### config.mk
export PLATFORM = sky130hd
export DESIGN_NAME = irq_nest_arb
export DESIGN_NICKNAME = d
export VERILOG_FILES = /design/src/rtl/irq_nest_pkg.sv /design/src/rtl/irq_pend_track.sv /design/src/rtl/irq_pick.sv /design/src/rtl/irq_level_stack.sv /design/src/rtl/irq_nest_arb.sv
export SDC_FILE = /design/constraint.sdc
export NUM_CORES = 1
export LEC_CHECK = 0
export BUFFER_PORTS_ARGS = -buffer_cell sky130_fd_sc_hd__clkbuf_2
export CAP_MARGIN = 15
export CORE_MARGIN = 2
export CORE_UTILIZATION = 35
export DETAILED_ROUTE_END_ITERATION = 10
export REMOVE_ABC_BUFFERS = 1
export SYNTH_ARGS = -nofsm -noshare
export SYNTH_HDL_FRONTEND = slang
export SYNTH_HIERARCHICAL = 1
export SYNTH_SLANG_ARGS = --single-unit
### constraint.sdc
create_clock -name clk -period 14.69 [get_ports clk]
set_clock_uncertainty 0.05 [all_clocks]
set_input_delay 2.2035 -clock clk [delete_from_list [all_inputs] [get_ports clk]]
set_output_delay 2.2035 -clock clk [all_outputs]
set_load 0.1 [all_outputs]
### src/rtl/irq_nest_pkg.sv
package irq_nest_pkg;
    localparam int CFG_KIND_W = 3;

    typedef enum logic [CFG_KIND_W-1:0] {
        CFG_ENABLE = 3'd0,
        CFG_PRIO   = 3'd1,
        CFG_GROUP  = 3'd2,
        CFG_THRESH = 3'd3,
        CFG_GMASK  = 3'd4
    } cfg_kind_e;
endpackage

### src/rtl/irq_pend_track.sv
module irq_pend_track #(
    parameter int NUM_IRQ = 8,
    localparam int IDX_W = $clog2(NUM_IRQ)
) (
    input  logic               clk,
    input  logic               rst_n,
    input  logic [NUM_IRQ-1:0] req,
    input  logic               clr,
    input  logic [IDX_W-1:0]   clr_idx,
    output logic [NUM_IRQ-1:0] pend
);
    typedef struct packed {
        logic [NUM_IRQ-1:0] pend;
        logic [NUM_IRQ-1:0] req_q;
    } pend_t;

    pend_t st_d, st_q;

    // The clear comes first, so a new edge on the same cycle still sets the flag.
    always_comb begin
        st_d       = st_q;
        st_d.req_q = req;
        for (int i = 0; i < NUM_IRQ; i++) begin
            if (clr && (clr_idx == IDX_W'(i))) st_d.pend[i] = 1'b0;
            if (req[i] && !st_q.req_q[i])      st_d.pend[i] = 1'b1;
        end
    end

    always_ff @(posedge clk) begin
        if (!rst_n) st_q <= '0;
        else        st_q <= st_d;
    end

    assign pend = st_q.pend;
endmodule

### src/rtl/irq_pick.sv
module irq_pick #(
    parameter int NUM_IRQ   = 8,
    parameter int PRIO_BITS = 4,
    localparam int IDX_W = $clog2(NUM_IRQ)
) (
    input  logic [NUM_IRQ-1:0]                elig,
    input  logic [NUM_IRQ-1:0][PRIO_BITS-1:0] prio,
    output logic                              win_valid,
    output logic [IDX_W-1:0]                  win_idx,
    output logic [PRIO_BITS-1:0]              win_prio
);
    // Since the preemption field is the upper part of the priority, ordering by
    // (preemption, subpriority) equals ordering by the full value.
    // The strict compare keeps the lower index on a tie.
    always_comb begin
        win_valid = 1'b0;
        win_idx   = '0;
        win_prio  = '1;
        for (int i = 0; i < NUM_IRQ; i++) begin
            if (elig[i] && (!win_valid || (prio[i] < win_prio))) begin
                win_valid = 1'b1;
                win_idx   = IDX_W'(i);
                win_prio  = prio[i];
            end
        end
    end
endmodule

### src/rtl/irq_level_stack.sv
module irq_level_stack #(
    parameter int LEVEL_W     = 4,
    parameter int STACK_DEPTH = 4,
    localparam int DEPTH_W = $clog2(STACK_DEPTH + 1)
) (
    input  logic               clk,
    input  logic               rst_n,
    input  logic               push,
    input  logic [LEVEL_W-1:0] push_level,
    input  logic               pop,
    output logic               top_valid,
    output logic [LEVEL_W-1:0] top_level,
    output logic [DEPTH_W-1:0] depth,
    output logic               full
);
    typedef struct packed {
        logic [STACK_DEPTH-1:0][LEVEL_W-1:0] lvl;
        logic [DEPTH_W-1:0]                  sp;
    } stk_t;

    stk_t st_d, st_q;

    always_comb begin
        st_d = st_q;
        if (pop && (st_q.sp != '0)) begin
            st_d.sp = st_q.sp - 1'b1;
        end else if (push && (st_q.sp != DEPTH_W'(STACK_DEPTH))) begin
            for (int i = 0; i < STACK_DEPTH; i++) begin
                if (st_q.sp == DEPTH_W'(i)) st_d.lvl[i] = push_level;
            end
            st_d.sp = st_q.sp + 1'b1;
        end
    end

    always_ff @(posedge clk) begin
        if (!rst_n) st_q <= '0;
        else        st_q <= st_d;
    end

    always_comb begin
        top_level = '0;
        for (int i = 0; i < STACK_DEPTH; i++) begin
            if (st_q.sp == DEPTH_W'(i + 1)) top_level = st_q.lvl[i];
        end
    end

    assign top_valid = (st_q.sp != '0);
    assign depth     = st_q.sp;
    assign full      = (st_q.sp == DEPTH_W'(STACK_DEPTH));
endmodule

### src/rtl/irq_nest_arb.sv
module irq_nest_arb
    import irq_nest_pkg::*;
#(
    parameter int NUM_IRQ     = 8,
    parameter int PRIO_BITS   = 4,
    parameter int STACK_DEPTH = 4,
    localparam int IDX_W   = $clog2(NUM_IRQ),
    localparam int DEPTH_W = $clog2(STACK_DEPTH + 1)
) (
    input  logic                  clk,
    input  logic                  rst_n,
    input  logic                  cfg_we,
    input  logic [CFG_KIND_W-1:0] cfg_kind,
    input  logic [IDX_W-1:0]      cfg_index,
    input  logic [7:0]            cfg_wdata,
    input  logic [NUM_IRQ-1:0]    irq_req,
    input  logic                  done,
    output logic                  take,
    output logic [IDX_W-1:0]      take_id,
    output logic                  act_valid,
    output logic [PRIO_BITS-1:0]  act_level,
    output logic [DEPTH_W-1:0]    nest_depth,
    output logic                  gmask
);
    typedef struct packed {
        logic [NUM_IRQ-1:0]                en;
        logic [NUM_IRQ-1:0][PRIO_BITS-1:0] prio;
        logic [3:0]                        grp;
        logic [PRIO_BITS-1:0]              thr;
        logic                              gmask;
        logic                              take;
        logic [IDX_W-1:0]                  take_id;
    } arb_t;

    arb_t st_d, st_q;

    logic [NUM_IRQ-1:0]   pend;
    logic [NUM_IRQ-1:0]   elig;
    logic                 win_valid;
    logic [IDX_W-1:0]     win_idx;
    logic [PRIO_BITS-1:0] win_prio;
    logic [PRIO_BITS-1:0] win_field;
    logic                 stk_full;
    logic                 fire;
    int                   sub_n;

    irq_pend_track #(.NUM_IRQ(NUM_IRQ)) u_pend (
        .clk     (clk),
        .rst_n   (rst_n),
        .req     (irq_req),
        .clr     (fire),
        .clr_idx (win_idx),
        .pend    (pend)
    );

    for (genvar g = 0; g < NUM_IRQ; g++) begin : g_elig
        assign elig[g] = pend[g] && st_q.en[g] && !st_q.gmask &&
                         ((st_q.thr == '0) || (st_q.prio[g] < st_q.thr));
    end

    irq_pick #(.NUM_IRQ(NUM_IRQ), .PRIO_BITS(PRIO_BITS)) u_pick (
        .elig      (elig),
        .prio      (st_q.prio),
        .win_valid (win_valid),
        .win_idx   (win_idx),
        .win_prio  (win_prio)
    );

    irq_level_stack #(.LEVEL_W(PRIO_BITS), .STACK_DEPTH(STACK_DEPTH)) u_stack (
        .clk        (clk),
        .rst_n      (rst_n),
        .push       (fire),
        .push_level (win_field),
        .pop        (done),
        .top_valid  (act_valid),
        .top_level  (act_level),
        .depth      (nest_depth),
        .full       (stk_full)
    );

    // The grouping value counts the subpriority bits, up to PRIO_BITS.
    always_comb begin
        sub_n     = (int'(st_q.grp) > PRIO_BITS) ? PRIO_BITS : int'(st_q.grp);
        win_field = win_prio >> sub_n;
        fire      = win_valid && !done && !stk_full &&
                    (!act_valid || (win_field < act_level));
    end

    always_comb begin
        st_d         = st_q;
        st_d.take    = fire;
        st_d.take_id = fire ? win_idx : st_q.take_id;
        if (cfg_we) begin
            case (cfg_kind)
                CFG_ENABLE: st_d.en[cfg_index]   = cfg_wdata[0];
                CFG_PRIO:   st_d.prio[cfg_index] = cfg_wdata[7 -: PRIO_BITS];
                CFG_GROUP:  st_d.grp             = cfg_wdata[3:0];
                CFG_THRESH: st_d.thr             = cfg_wdata[7 -: PRIO_BITS];
                CFG_GMASK:  st_d.gmask           = cfg_wdata[0];
                default:    ;
            endcase
        end
    end

    always_ff @(posedge clk) begin
        if (!rst_n) st_q <= '0;
        else        st_q <= st_d;
    end

    assign take    = st_q.take;
    assign take_id = st_q.take_id;
    assign gmask   = st_q.gmask;
endmodule

# Word level (Yosys, flattened, before mapping)
# Index checks and enable logic that the tools add are counted.
[word_totals] register_bits=88 latch_bits=0 ram_bits=0 rom_bits=0 inputBits=26 mem_count=0
[classes] add_sub_neg=2 n_mul=0 div=0 magnitude_cmp=19 eq_ne=16 n_shift=1 muxes=52 bitwise_logic=1 n_reduce_logical=111
[ops] cell="4-bit < comparator" n=16
[ops] cell="4-bit 2-to-1 mux" n=14
[ops] cell="1-bit logical AND" n=53
[ops] cell="32-bit bitwise mux" n=1
[ops] cell="1-bit 2-to-1 mux" n=26
[ops] cell="1-bit logical NOT" n=19
[ops] cell="3-bit by 2-bit == test with 1-bit output, second input constant" n=6
[ops] cell="3-bit == test, second input constant" n=6
[ops] cell="3-bit 2-to-1 mux" n=6
[ops] cell="2-bit nonzero test" n=9
[ops] cell="1-bit logical OR" n=16
[ops] cell="4-bit demux with 3-bit select" n=1
[ops] cell="3-bit AND reduction" n=4
[ops] cell="2-bit AND reduction" n=5
[ops] cell="3-bit by 1-bit == test with 1-bit output, second input constant" n=3
[ops] cell="3-bit logical NOT" n=3
[ops] cell="8-bit bitwise mux" n=1
[ops] cell="4-bit by 3-bit greater-than comparator with 1-bit output, second input constant" n=1
[ops] cell="4-bit logical NOT" n=1
[ops] cell="3-bit by 4-bit < comparator with 1-bit output, second input constant" n=1
[ops] cell="2-bit 2-to-1 mux" n=2
[ops] cell="4-bit by 4-bit right shift with 4-bit output" n=1
[ops] cell="3-bit by 1-bit adder with 3-bit output, second input constant" n=1
[ops] cell="1-bit demux with 3-bit select" n=1
[ops] cell="5 further kinds" n=5

# Logic depth before layout (Yosys ltp)
[depth] ltp_word=39 ltp_mapped=72

# Modules after synthesis
# Netlist, hierarchy kept.
[by_module_without_submodules] module="irq_nest_arb" instances=1 cells_per_inst=349 area_per_inst_um2=3085.5
[by_module_without_submodules] module="irq_pick" instances=1 cells_per_inst=193 area_per_inst_um2=1435.1
[by_module_without_submodules] module="irq_level_stack" instances=1 cells_per_inst=142 area_per_inst_um2=1158.6
[by_module_without_submodules] module="irq_pend_track" instances=1 cells_per_inst=64 area_per_inst_um2=658.1

# Least setup slack after synthesis
# No wires, ideal clock.
[synth_timing] path_type="reg2reg" startpoint="register st_q[6] (netlist name)" endpoint="register u_stack/st_q[10] (netlist name)" setup_ns=0.070 arrival_ns=13.309 setup_slack_ns=1.262 stages_incl_launch_ff=69 n_path_buf=3 cell_sequence="dfxtp_1 inv_1 ha_1 a21o_1 a21o_1 a21o_1 a211oi_2 buf_2 nor2b_1 ha_1 nand2_1 a21oi_1 a31oi_4 mux2i_1 inv_1 ha_1 o22a_1 nand3_1 [... 33 more ...] a31oi_1 mux2i_1 ha_1 a211oi_1 nand2_1 nor3_1 a221oi_4 mux2i_1 nor3b_1 ha_1 a21oi_1 nand4b_1 o21ai_2 buf_4 nor2b_1 buf_2 nand4_1 a21oi_1"
[synth_lines] item="to (signal assigned)" line_no="irq_level_stack.sv:37" rtl="else st_q <= st_d;"
[synth_lines] item="to (decl)" line_no="irq_level_stack.sv:21" rtl="stk_t st_d, st_q;"

==> results.cfg <==
[power_and_ir_drop]
finalPower_mw = 0.651
share_seq_of_total_power_pct = 39.1
power_frac_clock_pct = 40.1
switchingPower_mw = 0.216
ir_drop_v = 0.000124
p_int_mw = 0.435
sw_frac_of_total_pct = 33.1
leakage_nw = 2.68
combPwrFrac_pct = 20.8
power_density_mw_per_mm2 = 92.7

[logic_synthesis]
ys_top_cells_by_area = dfxtp_1, ha_1, mux2i_1
ys_top_cells_by_count = dfxtp_1, nand2_1, ha_1
synthArstFlopShare_pct = 0
synth_seq_cells = 88
syn_avg_cell_area_sq_um = 8.47
yosysSeqAreaShare_pct = 27.8
netlist_instances = 748
synthFlopType = dfxtp_1
synth-edff-count = 0
netlist_area_sq_mm = 0.00634
synth_top_area_share_pct = 27.8
yosysWarnings = 6
yosysMostFrequentCell = dfxtp_1
ys_types = 87
yosysTopAreaCell = dfxtp_1

[detailed_routing]
drc = 0
wl_mm = 16.5
antenna_left = 0
drt_iter0_drc = 333
vias = 5432
wl_per_cell_microns = 16.5
drtPass1Iterations = 5
vias_per_cell = 5.45

[min_path]
min_path_cells = 2
min_from = u_pend/pend[2]
worstHoldPathType = register to register
min_delay_worst_endpoint = u_pend/pend[2]

[layout]
fill_cells = 1797
multi_input_area_sq_mm = 0.00419
diodes = 0
nNetsFinal = 834
drive_above_1_share_pct = 15.8
regArea_sq_mm = 0.00176
area_delta_synth_final_pct = 10.8

[floorplan]
dieArea_sq_mm = 0.0192
die_y_microns = 139
design.core.area_sq_mm = 0.0178
rows = 49
initial_core_util_pct = 35.5
ios = 39
die_x_microns = 139

[setup_path]
cp_slowest_cell = mux2_2
r2r_setup_slack_ns = 1.04
setup.worst_path.end_class = register
cpMostUsedCell = ha_1
worstRegToRegCells = 71
start_kind = register
crit_path_start = st_q[6]
critPathRequiredTime_ns = 14.90
cpPeakStageDelay_ns = 0.38
timing.rr.end = u_stack/st_q[14]
cp_max_fo = 12
worstPathArrival_ns = 13.86
rr_startpoint = st_q[6]
worstSetupPathType = register to register

[flow_run]
maxCapViolCount = 0

[clocking]
clockRootBuffer = clkbuf_16
numCtsBuffers = 9
cts_tree = yes
htree_levels = 3
cts.sink_count = 88
clk_latency_ns = 0.35
cts.path.max_buffers = 2
holdBufCountCts = 0
path_clk_slew_ns = 0.07

[sta]
worstMarginPinSlew_ns = 1.20
fin_crit_sh_pct = 92.9
slew_viol_final = 0
hold_violations = 0
slew-limit-headroom_pct = 19.3
setup_viol = 0
fmax_ghz = 0.0733
hold_ws_ns = 0.404
period_needed_ns = 13.65

[global_routing]
grt_pass1_vias = 5111
grt.total_usage_pct = 17.2
grt_pass1_wl_mm = 27.2
antenna_found_initial = 0
grt.overflow.total = 0
grt_max_degree = 83

[place]
routabilityCongestion = 0.839
hpwl_mm = 11.7
port_buffers = 38

[run_status]
outcome = completed
-- worst max-delay path, delay by kind of cell, from the launching register on --
kind / cells / cell delay, ns
multiplexers: 9 / 2.45
flip-flops: 1 / 0.36
buffers and inverters: 11 / 1.26
adder cells (fa/ha/maj): 9 / 2.47
AO/OA/AOI/OAI: 30 / 5.22
AND/OR/NAND/NOR: 12 / 1.75
-- cell usage in the layout (no fill, tap or decap), types with 16 or more instances in the layout --
cell type	count
nor2_1	31
nand2b_1	17
a21oi_1	36
a21o_1	27
mux2i_1	37
nand2_1	81
inv_1	36
a21boi_0	29
o21ai_0	18
dfxtp_1	88
ha_1	45
nor2b_1	25
nand4_1	16
clkbuf_2	38
buf_4	16
nand3_1	38
-- kinds of logic after synthesis --
family / count (synthesis) / synth area share, %
AOI/OAI and AO/OA: 199 / 24.2
adders and majority gates: 48 / 9.36
muxes: 46 / 7.68
buffers and inverters: 88 / 6.87
xor gates and xnor gates: 1 / 0.138
DFF: 88 / 27.8
and+or+nand+nor: 278 / 23.9
-- power groups by stage --
stage | clock, mW | sequential [mW] | combinational [mW]
after detailed placement | 0 | 0.260 | 0.134
after global placement | 0 | 0.260 | 0.134
after floorplan | 0 | 0.277 | 0.0810
final | 0.261 | 0.255 | 0.136
after global routing | 0.274 | 0.256 | 0.147
after CTS | 0.267 | 0.254 | 0.134
-- routing by layer --
metal | global-route usage [%] | vias up | routed length, microns
met4 | 5.05 | 0 | 280
met3 | 2.04 | 18 | 666
met5 | 0 | - | 0
li1 | - | 2727 | -
met1 | 24.2 | 2563 | 8030
met2 | 27.7 | 124 | 7480
-- metrics by stage --
stage | instances | area, sq um | util (%) | TNS, ns | worst slack (ns)
2_1_floorplan | 698 | 6040 | - | 0 | 1.02
3_3_place_gp | 976 | 6600 | 37.0 | 0 | 0.712
3_5_place_dp | 976 | 6600 | 37.0 | 0 | 0.429
4_1_cts | 992 | 6940 | 38.9 | 0 | 0.423
5_1_grt | 997 | 7020 | 39.4 | -1.43 | -0.120
6_report | 997 | 7020 | 39.4 | 0 | 1.04
-- state kept, by name, indices dropped and copies added, names as in the netlist --
| name | flops |
|---|---|
| u_stack/depth | 3 |
| take | 1 |
| u_pend/st_q | 8 |
| take_id | 3 |
| u_pend/pend | 8 |
| u_stack/st_q | 16 |
| st_q | 48 |
| gmask | 1 |
-- worst max path at each step --
stage / end
2_1_floorplan: u_stack/st_q[10]
3_3_place_gp: u_pend/pend[0]
3_5_place_dp: u_stack/depth[0]
4_1_cts: u_stack/depth[0]
5_1_grt: u_stack/st_q[7]
6_report: u_stack/st_q[14]
-- area by class of cell --
| type | count | area share (%) |
|---|---|---|
| multi-input cells | 572 | 59.7 |
| flip-flops and latches | 88 | 25.1 |
| repair buffers | 54 | 4.42 |
| well taps | 229 | 4.08 |
| clock buffers | 9 | 3.21 |
| inverters | 38 | 2.03 |
| clock inverters | 7 | 1.53 |
-- repair_timing --
action | in CTS | in global routing
hold endpoints to repair | 0 | 0
endpoints found under the setup margin | 0 | 31
buffers inserted | 0 | 5
resized for setup | 0 | 11
(Power assumes the default switching activity.)
